$ cat src/rtl/sar_pkg.sv
package sar_pkg;
   typedef enum logic [1:0] {
      ST_IDLE  = 2'd0,
      ST_CONV  = 2'd1,
      ST_SHIFT = 2'd2,
      ST_TAIL  = 2'd3
   } sar_state_t;
endpackage

$ cat src/rtl/sar_sclk_div.sv
// Serial clock prescaler: each phase lasts div+1 core cycles while run is high.
module sar_sclk_div #(
   parameter int DIV_W = 8
) (
   input  logic             clk,
   input  logic             rst_n,
   input  logic             run,
   input  logic [DIV_W-1:0] div,
   output logic             sclk,
   output logic             rise_q,
   output logic             fall_now
);
   logic [DIV_W-1:0] ph_q;
   logic             term;

   assign term     = run && (ph_q == div);
   assign fall_now = term && sclk;

   always_ff @(posedge clk) begin
      if (!rst_n) begin
         ph_q   <= '0;
         sclk   <= 1'b0;
         rise_q <= 1'b0;
      end else begin
         rise_q <= term && !sclk;
         if (!run) begin
            ph_q <= '0;
            sclk <= 1'b0;
         end else if (term) begin
            ph_q <= '0;
            sclk <= ~sclk;
         end else begin
            ph_q <= ph_q + 1'b1;
         end
      end
   end
endmodule

$ cat src/rtl/sar_sdi_delay.sv
// Delays the capture strobe by a selectable number of core cycles.
module sar_sdi_delay #(
   parameter int MAX_DLY = 3,
   localparam int SEL_W  = $clog2(MAX_DLY + 1)
) (
   input  logic             clk,
   input  logic             rst_n,
   input  logic             strobe,
   input  logic [SEL_W-1:0] sel,
   output logic             tap
);
   logic [MAX_DLY-1:0] pipe_q;

   generate
      if (MAX_DLY == 1) begin : g_single
         always_ff @(posedge clk) begin
            if (!rst_n) pipe_q <= '0;
            else        pipe_q <= strobe;
         end
      end else begin : g_chain
         always_ff @(posedge clk) begin
            if (!rst_n) pipe_q <= '0;
            else        pipe_q <= {pipe_q[MAX_DLY-2:0], strobe};
         end
      end
   endgenerate

   always_comb begin
      tap = pipe_q[MAX_DLY-1];
      if (sel == '0) tap = strobe;
      for (int j = 1; j <= MAX_DLY; j++) begin
         if (sel == SEL_W'(j)) tap = pipe_q[j-1];
      end
   end
endmodule

$ cat src/rtl/sar_axis_hold.sv
// Single-entry stream output; a load while a beat is stalled is dropped.
module sar_axis_hold #(
   parameter int SAMPLE_W = 18,
   parameter int WORD_W   = 32
) (
   input  logic                clk,
   input  logic                rst_n,
   input  logic                load,
   input  logic [SAMPLE_W-1:0] sample,
   input  logic                tready,
   output logic                tvalid,
   output logic [WORD_W-1:0]   tdata,
   output logic                drop
);
   logic stalled;

   assign stalled = tvalid && !tready;
   assign drop    = load && stalled;

   always_ff @(posedge clk) begin
      if (!rst_n) begin
         tvalid <= 1'b0;
         tdata  <= '0;
      end else if (load && !stalled) begin
         tvalid <= 1'b1;
         tdata  <= WORD_W'(sample);
      end else if (tvalid && tready) begin
         tvalid <= 1'b0;
      end
   end
endmodule

$ cat src/rtl/sar_readout_ctrl.sv
module sar_readout_ctrl #(
   parameter int SAMPLE_W = 18,
   parameter int WORD_W   = 32,
   parameter int DIV_W    = 8,
   parameter int CONV_W   = 12,
   parameter int MAX_DLY  = 3,
   localparam int SEL_W   = $clog2(MAX_DLY + 1),
   localparam int BIT_W   = $clog2(SAMPLE_W + 1)
) (
   input  logic              clk,
   input  logic              rst_n,
   input  logic              trig,
   input  logic [DIV_W-1:0]  sclk_div,
   input  logic [CONV_W-1:0] conv_cycles,
   input  logic [SEL_W-1:0]  sample_dly,
   input  logic              adc_sdi,
   output logic              adc_cnv,
   output logic              adc_sclk,
   output logic [WORD_W-1:0] m_axis_tdata,
   output logic              m_axis_tvalid,
   input  logic              m_axis_tready,
   output logic              overrun
);
   import sar_pkg::*;

   generate
      if (WORD_W <= SAMPLE_W) begin : g_bad_word
         $error("WORD_W must exceed SAMPLE_W");
      end
      if (SAMPLE_W < 2) begin : g_bad_sample
         $error("SAMPLE_W must be at least 2");
      end
      if (MAX_DLY < 1) begin : g_bad_dly
         $error("MAX_DLY must be at least 1");
      end
   endgenerate

   sar_state_t          state;
   logic [CONV_W-1:0]   cnt_q;
   logic [CONV_W-1:0]   conv_last;
   logic [BIT_W-1:0]    nfall_q;
   logic [BIT_W-1:0]    nbits_q;
   logic [SAMPLE_W-1:0] shreg_q;
   logic                run;
   logic                rise_q;
   logic                fall_now;
   logic                tap;
   logic                publish;
   logic                drop;
   logic                busy_trig;

   assign conv_last = (conv_cycles == '0) ? '0 : conv_cycles - 1'b1;
   assign run       = (state == ST_SHIFT);
   assign publish   = (state == ST_TAIL) && (nbits_q == BIT_W'(SAMPLE_W));
   assign busy_trig = trig && (state != ST_IDLE);

   sar_sclk_div #(.DIV_W(DIV_W)) u_div (
      .clk      (clk),
      .rst_n    (rst_n),
      .run      (run),
      .div      (sclk_div),
      .sclk     (adc_sclk),
      .rise_q   (rise_q),
      .fall_now (fall_now)
   );

   sar_sdi_delay #(.MAX_DLY(MAX_DLY)) u_dly (
      .clk    (clk),
      .rst_n  (rst_n),
      .strobe (rise_q),
      .sel    (sample_dly),
      .tap    (tap)
   );

   sar_axis_hold #(.SAMPLE_W(SAMPLE_W), .WORD_W(WORD_W)) u_out (
      .clk    (clk),
      .rst_n  (rst_n),
      .load   (publish),
      .sample (shreg_q),
      .tready (m_axis_tready),
      .tvalid (m_axis_tvalid),
      .tdata  (m_axis_tdata),
      .drop   (drop)
   );

   always_ff @(posedge clk) begin
      if (!rst_n) begin
         state   <= ST_IDLE;
         adc_cnv <= 1'b0;
         cnt_q   <= '0;
         nfall_q <= '0;
         nbits_q <= '0;
         shreg_q <= '0;
         overrun <= 1'b0;
      end else begin
         overrun <= overrun | busy_trig | drop;
         if (tap) begin
            shreg_q <= {shreg_q[SAMPLE_W-2:0], adc_sdi};
            nbits_q <= nbits_q + 1'b1;
         end
         unique case (state)
            ST_IDLE: begin
               if (trig) begin
                  state   <= ST_CONV;
                  adc_cnv <= 1'b1;
                  cnt_q   <= '0;
                  nfall_q <= '0;
                  nbits_q <= '0;
               end
            end
            ST_CONV: begin
               if (cnt_q == conv_last) begin
                  state   <= ST_SHIFT;
                  adc_cnv <= 1'b0;
               end else begin
                  cnt_q <= cnt_q + 1'b1;
               end
            end
            ST_SHIFT: begin
               if (fall_now) begin
                  nfall_q <= nfall_q + 1'b1;
                  if (nfall_q == BIT_W'(SAMPLE_W - 1)) state <= ST_TAIL;
               end
            end
            ST_TAIL: begin
               if (publish) state <= ST_IDLE;
            end
            default: state <= ST_IDLE;
         endcase
      end
   end
endmodule

$ cat config.mk
export PLATFORM = sky130hd
export DESIGN_NAME = sar_readout_ctrl
export DESIGN_NICKNAME = d
export VERILOG_FILES = /design/src/rtl/sar_pkg.sv /design/src/rtl/sar_sclk_div.sv /design/src/rtl/sar_sdi_delay.sv /design/src/rtl/sar_axis_hold.sv /design/src/rtl/sar_readout_ctrl.sv
export SDC_FILE = /design/constraint.sdc
export NUM_CORES = 1
export LEC_CHECK = 0
export ABC_AREA = 1
export ABC_CLOCK_PERIOD_IN_PS = 2900
export BUFFER_PORTS_ARGS = -buffer_cell sky130_fd_sc_hd__buf_2
export CORE_UTILIZATION = 57
export CTS_CLUSTER_SIZE = 10
export DETAILED_ROUTE_END_ITERATION = 8
export HOLD_SLACK_MARGIN = 0.03
export PLACE_DENSITY = 0.83
export REMOVE_ABC_BUFFERS = 1
export SYNTH_ARGS = -nofsm -noshare
export SYNTH_HDL_FRONTEND = slang
export SYNTH_SLANG_ARGS = --single-unit
$ cat constraint.sdc
create_clock -name clk -period 2.9 [get_ports clk]
set_clock_uncertainty 0.05 [all_clocks]
set_input_delay 0.435 -clock clk [delete_from_list [all_inputs] [get_ports clk]]
set_output_delay 0.435 -clock clk [all_outputs]
set_load 0.1 [all_outputs]
==> impl_metrics.json <==
{
  "ant_nets": 0,
  "synthArstFlopShare_pct": 0,
  "synth_area_per_cell_um2": 6.94,
  "pin_count": 63,
  "htree_levels": 3,
  "max_slew_margin_pct": 51.3,
  "final_cell_area_um2": 4680,
  "cts_tree": "yes",
  "insertion_delay_ns": 0.35,
  "status": "completed",
  "syn_area_um2": 4250,
  "avgViaCountPerCell": 5.13,
  "period_share_pct": 80.6,
  "cp_max_fo": 24,
  "synth.yosys.seq_area_share_pct": 35.8,
  "path_clk_slew_ns": 0.09,
  "synth_edf_count": 0,
  "min_path_type": "in -> reg",
  "rsz0062_at_grt": "no",
  "die_h_um": 88.4,
  "period_minus_slack_ns": 2.34,
  "cts_setup_buffers": 0,
  "dp_hpwl_mm": 6.55,
  "core_area_um2": 7210,
  "gp_congestion": 0.881,
  "p_leak_nw": 2.11,
  "yosysWarnings": 0,
  "placed_area_um2": 4500,
  "hold_viol_final": 0,
  "cts_buffer_depth": 2,
  "antenna_found_initial": 0,
  "die_area_um2": 7810,
  "synth_top_flop_cell": "dfxtp_1",
  "cts_buffers": 9,
  "rows": 31,
  "met3_usage_pct": 5.22,
  "top_usage_layer": "met2",
  "drt_iter0_markers": 204,
  "yosysUniqueCellTypes": 40,
  "ys_seq_elements": 76,
  "track_usage_pct": 24.1,
  "post-place-ws_ns": 0.216,
  "drv_slew": 0,
  "grt_max_degree": 40,
  "synthCells": 613,
  "die_w_um": 88.4,
  "setup_slack_ns": 0.562,
  "critPathKind": "in -> reg",
  "drc": 0,
  "io_buffers": 48,
  "fin_setup_tns_ns": 0,
  "place_inst": 746,
  "ctsRootBufferMaster": "clkbuf_8",
  "cellPowerDensity_nw_per_um2": 556,
  "initial_core_util_pct": 58.9,
  "critical_path_required_ns": 3.11,
  "worstMarginPinSlew_ns": 0.725,
  "holdBufCountCts": 0,
  "clock-sinks": 76,
  "overflow": 0,
  "crit_path_end_kind": "register",
  "grt_pass1_wl_mm": 15.0,
  "dr.pass1.iters": 4,
  "nNetsFinal": 696,
  "drive_gt1_share_pct": 16.6,
  "met1_usage_pct": 29.4,
  "wire_per_inst_um": 11.5,
  "routed_wl_mm": 8.75,
  "clock.fmax_mhz": 428,
  "finalNonFillerCells": 762,
  "cap_violations": 0,
  "area_growth_syn_to_layout_pct": 10.1,
  "setup_viol": 0,
  "cts-resized-gates": 0,
  "grt_pass1_vias": 3570,
  "n_antenna_cell": 0,
  "start_kind": "input port",
  "crit_arrival_ns": 2.54,
  "grt_use_met2_pct": 42.2,
  "fin_util_pct": 64.9,
  "via_count": 3910,
  "peakVddDrop_v": 0.000404,
  "nFillCells": 638
}
-- path summary, 6_finish.rpt --
| path | cells after the start | slack, ns | endpoint | from |
|---|---|---|---|---|
| max | 17 | 0.56 | cnt_q[7] | conv_cycles[0] |
| min | 3 | 0.31 | shreg_q[0] | adc_sdi |
| max reg2reg | 10 | 0.72 | cnt_q[11] | cnt_q[2] |
| min reg2reg | 2 | 0.38 | u_dly.pipe_q[2] | u_dly.pipe_q[1] |
-- layout make-up --
cell class	instances	area [um2]	share of cell area, %
Clock buffer	9	124	2.65
Clock inverter	7	58.8	1.26
Sequential cell	76	1520	32.5
Inverter	83	312	6.65
Multi-Input combinational cell	435	2260	48.4
Tap cell	99	124	2.65
Timing Repair Buffer	53	278	5.93
-- flip-flops by register name, indices dropped and copies added, names as in the netlist --
signal / cells
overrun: 1
nfall_q: 5
u_out.tdata: 18
u_div.ph_q: 8
nbits_q: 5
state: 2
cnt_q: 12
shreg_q: 18
u_div.rise_q: 1
u_div.sclk: 1
u_dly.pipe_q: 3
u_out.tvalid: 1
adc_cnv: 1
-- kinds of logic (layout without fill, tap and decap cells) --
group / Yosys count / in the layout / synth area share (%)
AO/OA/AOI/OAI: 107 / 107 / 14.3
XOR/XNOR: 18 / 18 / 3.71
adder cells (fa/ha/maj): 11 / 11 / 3.24
buffers and inverters: 115 / 152 / 12.1
flip-flops: 76 / 76 / 35.8
other: 1 / 14 / 0.0882
AND/OR/NAND/NOR: 285 / 285 / 30.8
-- layer usage --
layer | vias up | wire (um)
met5 | - | 0
met4 | 0 | 106
met3 | 11 | 334
met2 | 79 | 4270
li1 | 2033 | -
met1 | 1787 | 4040
-- synthesized netlist by cell type (all sizes together), types with 5 or more instances --
cell    count  area (um2)
nand2     131         539
clkbuf     14        52.6
nor3       14        70.1
nand3      45         258
xor2       16         140
a211oi      5        37.5
a21oi      55         313
nand4      12        75.1
inv        82         308
ha         11         138
o21ai      40         200
buf        18         151
nor2       75         309
dfxtp      76        1520
-- per-stage QoR --
stage	hold slack, ns	total power, mW
2_1_floorplan	0.357	1.71
3_3_place_gp	0.367	1.84
3_5_place_dp	0.371	1.87
4_1_cts	0.308	2.61
5_1_grt	0.345	2.75
6_report	0.307	2.60
-- power breakdown --
part           switching (mW)  leakage, nW  internal, mW  total, mW
Clock                   0.423       0.0925         0.325      0.748
Sequential             0.0427        0.617          1.09       1.14
Combinational           0.531         1.40         0.185      0.716
-- cells in the final DEF, fill, tap and decap left out, types with 11 or more instances in the layout --
master   instances
a21oi_1         45
buf_2           48
conb_1          14
dfxtp_1         76
ha_1            11
inv_1           81
nand2_1        116
nand2_2         13
nand3_1         40
nand4_1         12
nor2_1          68
nor3_1          14
o21ai_0         39
xor2_1          16
-- critical path, stage by stage --
cell	delay (ns)
buf_2	0.10
inv_1	0.14
ha_1	0.28
nand2_2	0.12
nor2_4	0.15
nand2_4	0.17
nand2_1	0.12
nand2_1	0.06
nand2_1	0.06
nand2_1	0.06
nor2_1	0.09
nand2_1	0.07
nor2_2	0.12
nand3_4	0.16
nand2_4	0.21
nand2_1	0.08
a21oi_1	0.12
No activity file was read; power rests on OpenSTA's default activity.
